$ cat src/rtl/kcp_pkg.sv
package kcp_pkg;

    typedef enum logic [1:0] {
        LK_SHUT = 2'd0,
        LK_HALF = 2'd1,
        LK_OPEN = 2'd2
    } lock_e;

    localparam logic [7:0] EXIT_BYTE   = 8'hAA;
    localparam logic [7:0] IDX_LDN     = 8'h07;
    localparam logic [7:0] IDX_CHIP_LO = 8'h20;
    localparam logic [7:0] IDX_CHIP_HI = 8'h21;
    localparam logic [7:0] IDX_VEN_A   = 8'h23;
    localparam logic [7:0] IDX_VEN_B   = 8'h24;
    localparam logic [7:0] VEN_A_VAL   = 8'h19;
    localparam logic [7:0] VEN_B_VAL   = 8'h34;
    localparam logic [7:0] IDX_BASE_HI = 8'h60;
    localparam logic [7:0] IDX_BASE_LO = 8'h61;
    localparam logic [7:0] IDX_IRQ     = 8'h70;
    localparam logic [7:0] IDX_LINE    = 8'hF0;
    localparam logic [7:0] IRQ_MASK    = 8'h70;
    localparam logic [7:0] LINE_MASK   = 8'h3C;

    // Reset base address for device n (pattern repeats every four devices)
    function automatic logic [15:0] dflt_base(int unsigned n);
        logic [15:0] v;
        v = 16'h02E8;
        if ((n % 2) == 0)       v[8] = 1'b1;
        if (((n / 2) % 2) == 0) v[4] = 1'b1;
        return v;
    endfunction

endpackage

$ cat src/rtl/kcp_lock.sv
module kcp_lock
    import kcp_pkg::*;
#(
    parameter logic [7:0] KEY = 8'h87
) (
    input  logic       clk,
    input  logic       rst_n,
    input  logic       idx_wr,
    input  logic [7:0] wdata,
    output logic       open_o
);

    typedef struct packed {
        lock_e st;
    } lock_t;

    lock_t lk_d, lk_q;

    always_comb begin
        lk_d = lk_q;
        if (idx_wr) begin
            unique case (lk_q.st)
                LK_SHUT: lk_d.st = (wdata == KEY) ? LK_HALF : LK_SHUT;
                LK_HALF: lk_d.st = (wdata == KEY) ? LK_OPEN : LK_SHUT;
                LK_OPEN: lk_d.st = (wdata == EXIT_BYTE) ? LK_SHUT : LK_OPEN;
                default: lk_d.st = LK_SHUT;
            endcase
        end
    end

    always_ff @(posedge clk or negedge rst_n) begin
        if (!rst_n) lk_q <= '{st: LK_SHUT};
        else        lk_q <= lk_d;
    end

    assign open_o = (lk_q.st == LK_OPEN);


    open_needs_key_chk: assert property (@(posedge clk) disable iff (!rst_n)
        $rose(open_o) |-> $past(idx_wr && (wdata == KEY)));


    non_key_keeps_shut_chk: assert property (@(posedge clk) disable iff (!rst_n)
        (!open_o && idx_wr && (wdata != KEY)) |=> !open_o);


    exit_closes_chk: assert property (@(posedge clk) disable iff (!rst_n)
        (open_o && idx_wr && (wdata == EXIT_BYTE)) |=> !open_o);

endmodule

$ cat src/rtl/kcp_bank.sv
module kcp_bank
    import kcp_pkg::*;
#(
    parameter logic [15:0] BASE_RST = 16'h03F8
) (
    input  logic        clk,
    input  logic        rst_n,
    input  logic        wr_en,
    input  logic [7:0]  idx,
    input  logic [7:0]  wdata,
    output logic [15:0] base_o,
    output logic [7:0]  irq_o,
    output logic [7:0]  line_o
);

    typedef struct packed {
        logic [15:0] base;
        logic [7:0]  irq;
        logic [7:0]  line;
    } bank_t;

    bank_t bk_d, bk_q;

    always_comb begin
        bk_d = bk_q;
        if (wr_en) begin
            unique case (idx)
                IDX_BASE_HI: bk_d.base[15:8] = wdata;
                IDX_BASE_LO: bk_d.base[7:0]  = wdata;
                IDX_IRQ:     bk_d.irq        = wdata & IRQ_MASK;
                IDX_LINE:    bk_d.line       = wdata & LINE_MASK;
                default:     bk_d            = bk_q;
            endcase
        end
    end

    always_ff @(posedge clk or negedge rst_n) begin
        if (!rst_n) bk_q <= '{base: BASE_RST, irq: 8'h00, line: 8'h00};
        else        bk_q <= bk_d;
    end

    assign base_o = bk_q.base;
    assign irq_o  = bk_q.irq;
    assign line_o = bk_q.line;


    bank_hold_chk: assert property (@(posedge clk) disable iff (!rst_n)
        !wr_en |=> $stable({base_o, irq_o, line_o}));


    unmapped_hold_chk: assert property (@(posedge clk) disable iff (!rst_n)
        (wr_en && idx != IDX_BASE_HI && idx != IDX_BASE_LO && idx != IDX_IRQ
         && idx != IDX_LINE) |=> $stable({base_o, irq_o, line_o}));

endmodule

$ cat src/rtl/keyed_cfg_port.sv
module keyed_cfg_port
    import kcp_pkg::*;
#(
    parameter int unsigned NDEV      = 4,
    parameter logic [7:0]  KEY       = 8'h87,
    parameter logic [15:0] BASE_ADDR = 16'h004E,
    parameter logic [15:0] CHIP_ID   = 16'h1602
) (
    input  logic                 clk,
    input  logic                 rst_n,
    input  logic [15:0]          io_addr,
    input  logic                 io_wr,
    input  logic                 io_rd,
    input  logic [7:0]           io_wdata,
    output logic [7:0]           io_rdata,
    output logic [NDEV*16-1:0]   dev_base,
    output logic [NDEV*8-1:0]    dev_irq_mode,
    output logic [NDEV*8-1:0]    dev_line_ctl
);

    localparam int unsigned LW = (NDEV > 1) ? $clog2(NDEV) : 1;

    typedef struct packed {
        logic [7:0]    idx;
        logic [LW-1:0] ldn;
    } ptr_t;

    ptr_t pt_d, pt_q;

    logic        open;
    logic        hit_idx, hit_dat;
    logic        idx_wr, dat_wr;
    logic [7:0]  rd_val;
    logic [15:0] base_arr [NDEV];
    logic [7:0]  irq_arr  [NDEV];
    logic [7:0]  line_arr [NDEV];

    assign hit_idx = (io_addr == BASE_ADDR);
    assign hit_dat = (io_addr == BASE_ADDR + 16'd1);
    assign idx_wr  = io_wr && hit_idx;
    assign dat_wr  = io_wr && hit_dat && open;

    kcp_lock #(.KEY(KEY)) u_lock (
        .clk    (clk),
        .rst_n  (rst_n),
        .idx_wr (idx_wr),
        .wdata  (io_wdata),
        .open_o (open)
    );

    always_comb begin
        pt_d = pt_q;
        if (idx_wr && open && io_wdata != EXIT_BYTE)
            pt_d.idx = io_wdata;
        if (dat_wr && pt_q.idx == IDX_LDN && 32'(io_wdata) < NDEV)
            pt_d.ldn = io_wdata[LW-1:0];
    end

    always_ff @(posedge clk or negedge rst_n) begin
        if (!rst_n) pt_q <= '{idx: 8'h00, ldn: '0};
        else        pt_q <= pt_d;
    end

    for (genvar g = 0; g < NDEV; g++) begin : g_bank
        kcp_bank #(.BASE_RST(dflt_base(g))) u_bank (
            .clk    (clk),
            .rst_n  (rst_n),
            .wr_en  (dat_wr && (pt_q.ldn == LW'(g))),
            .idx    (pt_q.idx),
            .wdata  (io_wdata),
            .base_o (base_arr[g]),
            .irq_o  (irq_arr[g]),
            .line_o (line_arr[g])
        );
        assign dev_base[g*16 +: 16]    = base_arr[g];
        assign dev_irq_mode[g*8 +: 8]  = irq_arr[g];
        assign dev_line_ctl[g*8 +: 8]  = line_arr[g];
    end

    always_comb begin
        unique case (pt_q.idx)
            IDX_CHIP_LO: rd_val = CHIP_ID[7:0];
            IDX_CHIP_HI: rd_val = CHIP_ID[15:8];
            IDX_VEN_A:   rd_val = VEN_A_VAL;
            IDX_VEN_B:   rd_val = VEN_B_VAL;
            IDX_LDN:     rd_val = 8'(pt_q.ldn);
            IDX_BASE_HI: rd_val = base_arr[pt_q.ldn][15:8];
            IDX_BASE_LO: rd_val = base_arr[pt_q.ldn][7:0];
            IDX_IRQ:     rd_val = irq_arr[pt_q.ldn];
            IDX_LINE:    rd_val = line_arr[pt_q.ldn];
            default:     rd_val = 8'h00;
        endcase
    end

    always_comb begin
        if (io_rd && hit_dat)      io_rdata = open ? rd_val : 8'hFF;
        else if (io_rd && hit_idx) io_rdata = open ? pt_q.idx : 8'hFF;
        else                       io_rdata = 8'h00;
    end


    ldn_range_chk: assert property (@(posedge clk) disable iff (!rst_n)
        (dat_wr && pt_q.idx == IDX_LDN && 32'(io_wdata) >= NDEV) |=> $stable(pt_q.ldn));


    outside_hold_chk: assert property (@(posedge clk) disable iff (!rst_n)
        (!hit_idx && !hit_dat) |=> $stable(pt_q));


    shut_ptr_hold_chk: assert property (@(posedge clk) disable iff (!rst_n)
        (!open && !idx_wr) |=> $stable(pt_q));

endmodule

$ cat config.mk
export PLATFORM = sky130hd
export DESIGN_NAME = keyed_cfg_port
export DESIGN_NICKNAME = d
export VERILOG_FILES = /design/src/rtl/kcp_pkg.sv /design/src/rtl/kcp_lock.sv /design/src/rtl/kcp_bank.sv /design/src/rtl/keyed_cfg_port.sv
export SDC_FILE = /design/constraint.sdc
export NUM_CORES = 1
export LEC_CHECK = 0
export BUFFER_PORTS_ARGS = -buffer_cell sky130_fd_sc_hd__buf_2
export CAP_MARGIN = 20
export CORE_AREA = 2 2 140 142
export DETAILED_ROUTE_END_ITERATION = 8
export DIE_AREA = 0 0 142 144
export HOLD_SLACK_MARGIN = 0.06
export PLACE_DENSITY = 0.53
export SYNTH_ARGS = -nofsm -noshare
export SYNTH_HDL_FRONTEND = slang
export SYNTH_SLANG_ARGS = --single-unit
$ cat constraint.sdc
create_clock -name clk -period 2.5 [get_ports clk]
set_input_delay 0.25 -clock clk [delete_from_list [all_inputs] [get_ports clk]]
set_output_delay 0.25 -clock clk [all_outputs]
set_load 0.1 [all_outputs]
==> results.toml <==
[placement]
dp_hpwl_um = 12200
place.port_buffers = 127
gpl.final_weighted_congestion = 0.916

[timing]
period_minus_slack_ps = 2590
hold_viol = 0
final-setup-viol-count = 6
unrepaired_setup_endpoints_after_global_routing = "yes"
setup_slack_ps = -94.7
worst-slew-pin-transition_ps = 528
hold_ws_ps = 316
maxSlewHeadroom_pct = 64.8
max_freq_ghz = 0.385
fin_skew_ps = 10.6
slew_limit_fails = 0
fin_crit_sh_pct = 104

[min_path]
min_from = "io_wr"
min_delay_path_depth = 5
hp-class = "primary input to flop"
min_delay_worst_endpoint = "u_lock.lk_q[0]$_DFFE_PN0N_"

[routing]
detail-route-antenna-nets = 0
via_count = 4032
detail_routed_net_length_per_standard_cell_um = 20.0
detail_route.first_pass.iterations = 4
total_wire_length_after_detailed_routing_um = 16500
drcViolationCount = 0
viasPerCell = 4.89
drt_first_iter_violations = 168

[final_layout]
antennaDiodeCount = 0
areaGrowthSynthToFinish_pct = 30.6
final_nets = 610
most_used_cells_in_the_layout_excluding_fill_and_tap_cells = "118 x buf_2, 101 x mux2_2, 77 x dfrtp_1"
ratio_of_cells_with_drive_above_1_in_the_final_layout_pct = 65.1
mostFrequentLayoutCell = "buf_2"

[yosys]
synth_edf_count = 0
ys_dominant_reg_cell = "dfrtp_1"
synth_area_per_cell_um2 = 13.0
synthesis.area_um2 = 5550
post_synth_inst_count = 428
synth.yosys.seq_area_share_pct = 47.4
synth_cell_types = 47
ys_warn_count = 0
async_flop_share_pct = 100
flip_flop_and_latch_count_after_synthesis = 104

[outcome]
outcome = "finished, violations left"
violations = "negative setup slack"

[die]
die-area_um2 = 20400
io_pins = 164
dieWidth_um = 142
floorplan.initialDensity_pct = 29.1
core_region_area_um2 = 19100
die_h_um = 144
rows = 51

[critical_path]
setup.reg_to_reg.worst_slack_ps = 140
required_time_of_the_critical_path_ps = 2250
path_cells = "buf_4 -> buf_6 -> mux4_2 -> a32o_1 -> a21oi_2 -> o22ai_2 -> buf_12"
ff2ff_path_depth = 6
timing.rr.start = "u_lock.lk_q[1]$_DFFE_PN0N_"
path_max_fanout = 7
worst-setup-path-type = "flop to output pin"
type_of_element_launching_the_critical_path = "flop"
critPathMaxStageDelay_ps = 540
critical_path.reg2reg.endpoint = "g_bank[1].u_bank.base_o[1]$_DFFE_PN0P_"
cp_slowest_cell = "mux4_2"
setup.worst_path.end_class = "output pin"
crit_arrival_ps = 2340

[global_routing]
grt_util_met2_pct = 27.4
grt_antenna_before_repair = 0
met3_track_usage_gr_pct = 3.01
globalRouteTotalUtil_pct = 16.4
grt_max_degree = 69
most_crowded_layer_after_global_routing = "met2"
gr-total-overflow = 0
grt_first_pass_wirelength_um = 25300
gr-usage-met1_pct = 21.9
first_global_vias = 4121

[cts]
numClockSinks = 104
htree_num_levels = 3
clk_pin_slew_worst_paths_ps = 70
cts_root_buf = "clkbuf_16"
worst_skew_pair.late_latency_ps = 340
numCtsBuffers = 9
cts-root-to-sink-buffers = 2
cts_tree = "yes"

[flow_run]
max_cap_violations = 0

[pwr]
power.ir.vdd_worst_v = 0.000274
total_leakage_power_nw = 3.43
post-layout-total-power_mw = 3.45
power.density_cell_area_nw_per_um2 = 476
-- area by class of cell --
type                       count  area, um2
fill                        1841      11800
multi-input combinational    287       2780
sequential                   104       2640
timing repair buffer         174       1200
tap                          238        298
clock buffer                  12        246
clock inverter                 4       53.8
inverter                       6       22.5
-- flip-flops by register name, indices dropped and copies added (netlist names) --
| name | cells |
|---|---|
| g_bank.u_bank.irq_o | 12 |
| g_bank.u_bank.base_o | 64 |
| pt_q | 10 |
| u_lock.lk_q | 2 |
| g_bank.u_bank.line_o | 16 |
-- critical path, delay by kind of cell, from the launching register on --
family                 cells  cell delay [ps]
flip-flops                 1              390
AO/OA/AOI/OAI              3              570
multiplexers               1              540
buffers and inverters      3              490
-- cells in the mapped netlist, types with 3 or more instances --
master / number / area (um2)
nor3_2: 3 / 30.0
buf_1: 5 / 18.8
nor2_1: 18 / 67.6
nand3_1: 11 / 55.1
mux4_2: 23 / 518
mux2_2: 101 / 1140
nor3_1: 3 / 15.0
nor2b_1: 3 / 18.8
or3_1: 4 / 25.0
dfrtp_1: 80 / 2000
inv_1: 6 / 22.5
nor4_1: 4 / 25.0
buf_2: 7 / 35.0
buf_4: 38 / 285
nand2_1: 17 / 63.8
a22o_1: 4 / 35.0
dfstp_2: 24 / 631
nand4_1: 4 / 25.0
o22ai_1: 6 / 37.5
o21ai_0: 7 / 35.0
or2_2: 3 / 18.8
nor2_4: 6 / 67.6
a21oi_1: 6 / 30.0
clkbuf_1: 14 / 52.6
-- stage by stage --
step | TNS (ps) | cells | setup WS (ps) | util [%] | area, um2
after floorplan | -1880 | 463 | -420 | - | 5710
after global placement | 0 | 801 | 7.29 | 35.1 | 6690
after detailed placement | -18.4 | 801 | -8.46 | 35.1 | 6690
after CTS | -389 | 825 | -120 | 37.8 | 7210
after global routing | -918 | 825 | -179 | 38.0 | 7250
final | -224 | 825 | -94.7 | 38.0 | 7250
-- where the power goes --
part | total, mW | internal (mW) | switching, mW
logic | 0.336 | 0.0266 | 0.310
clock network | 1.43 | 0.807 | 0.624
registers | 1.68 | 1.68 | 0.0000594
-- worst max path at each step --
stage | end | startpoint | slack [ps]
after floorplan | io_rdata[0] | io_addr[9] | -420
after global placement | g_bank[1].u_bank.base_o[0]$_DFFE_PN0P_ | io_addr[9] | 7
after detailed placement | g_bank[1].u_bank.base_o[1]$_DFFE_PN0P_ | io_addr[9] | -8
after CTS | io_rdata[5] | pt_q[0]$_DFFE_PN0P_ | -120
after global routing | io_rdata[5] | pt_q[0]$_DFFE_PN0P_ | -180
final | io_rdata[5] | pt_q[0]$_DFFE_PN0P_ | -90
-- cell families (layout without fill, tap and decap cells) --
group | Yosys count | after routing | share of synthesized area (%)
xor+xnor | 1 | 1 | 0.158
mux | 124 | 124 | 29.8
simple gates | 94 | 94 | 11.0
compound gates | 32 | 32 | 3.88
other cells | 1 | 36 | 0.0676
flops | 104 | 104 | 47.4
buf+inv | 72 | 196 | 7.64
-- metal layers --
| metal | up-vias | part of all wire [%] |
|---|---|---|
| met5 | - | 0 |
| met4 | 0 | 1.4 |
| met3 | 16 | 4.5 |
| met2 | 142 | 50 |
| met1 | 2070 | 44 |
| li1 | 1804 | - |
-- what timing repair did --
action | CTS | global route
setup endpoints to repair | 8 | 16
hold buffers | 1 | 0
buffers inserted | 8 | 0
gates resized for setup | 34 | 6
endpoints found under the hold margin | 34 | 0
pin swaps | 7 | 6
(Power assumes the default switching activity.)
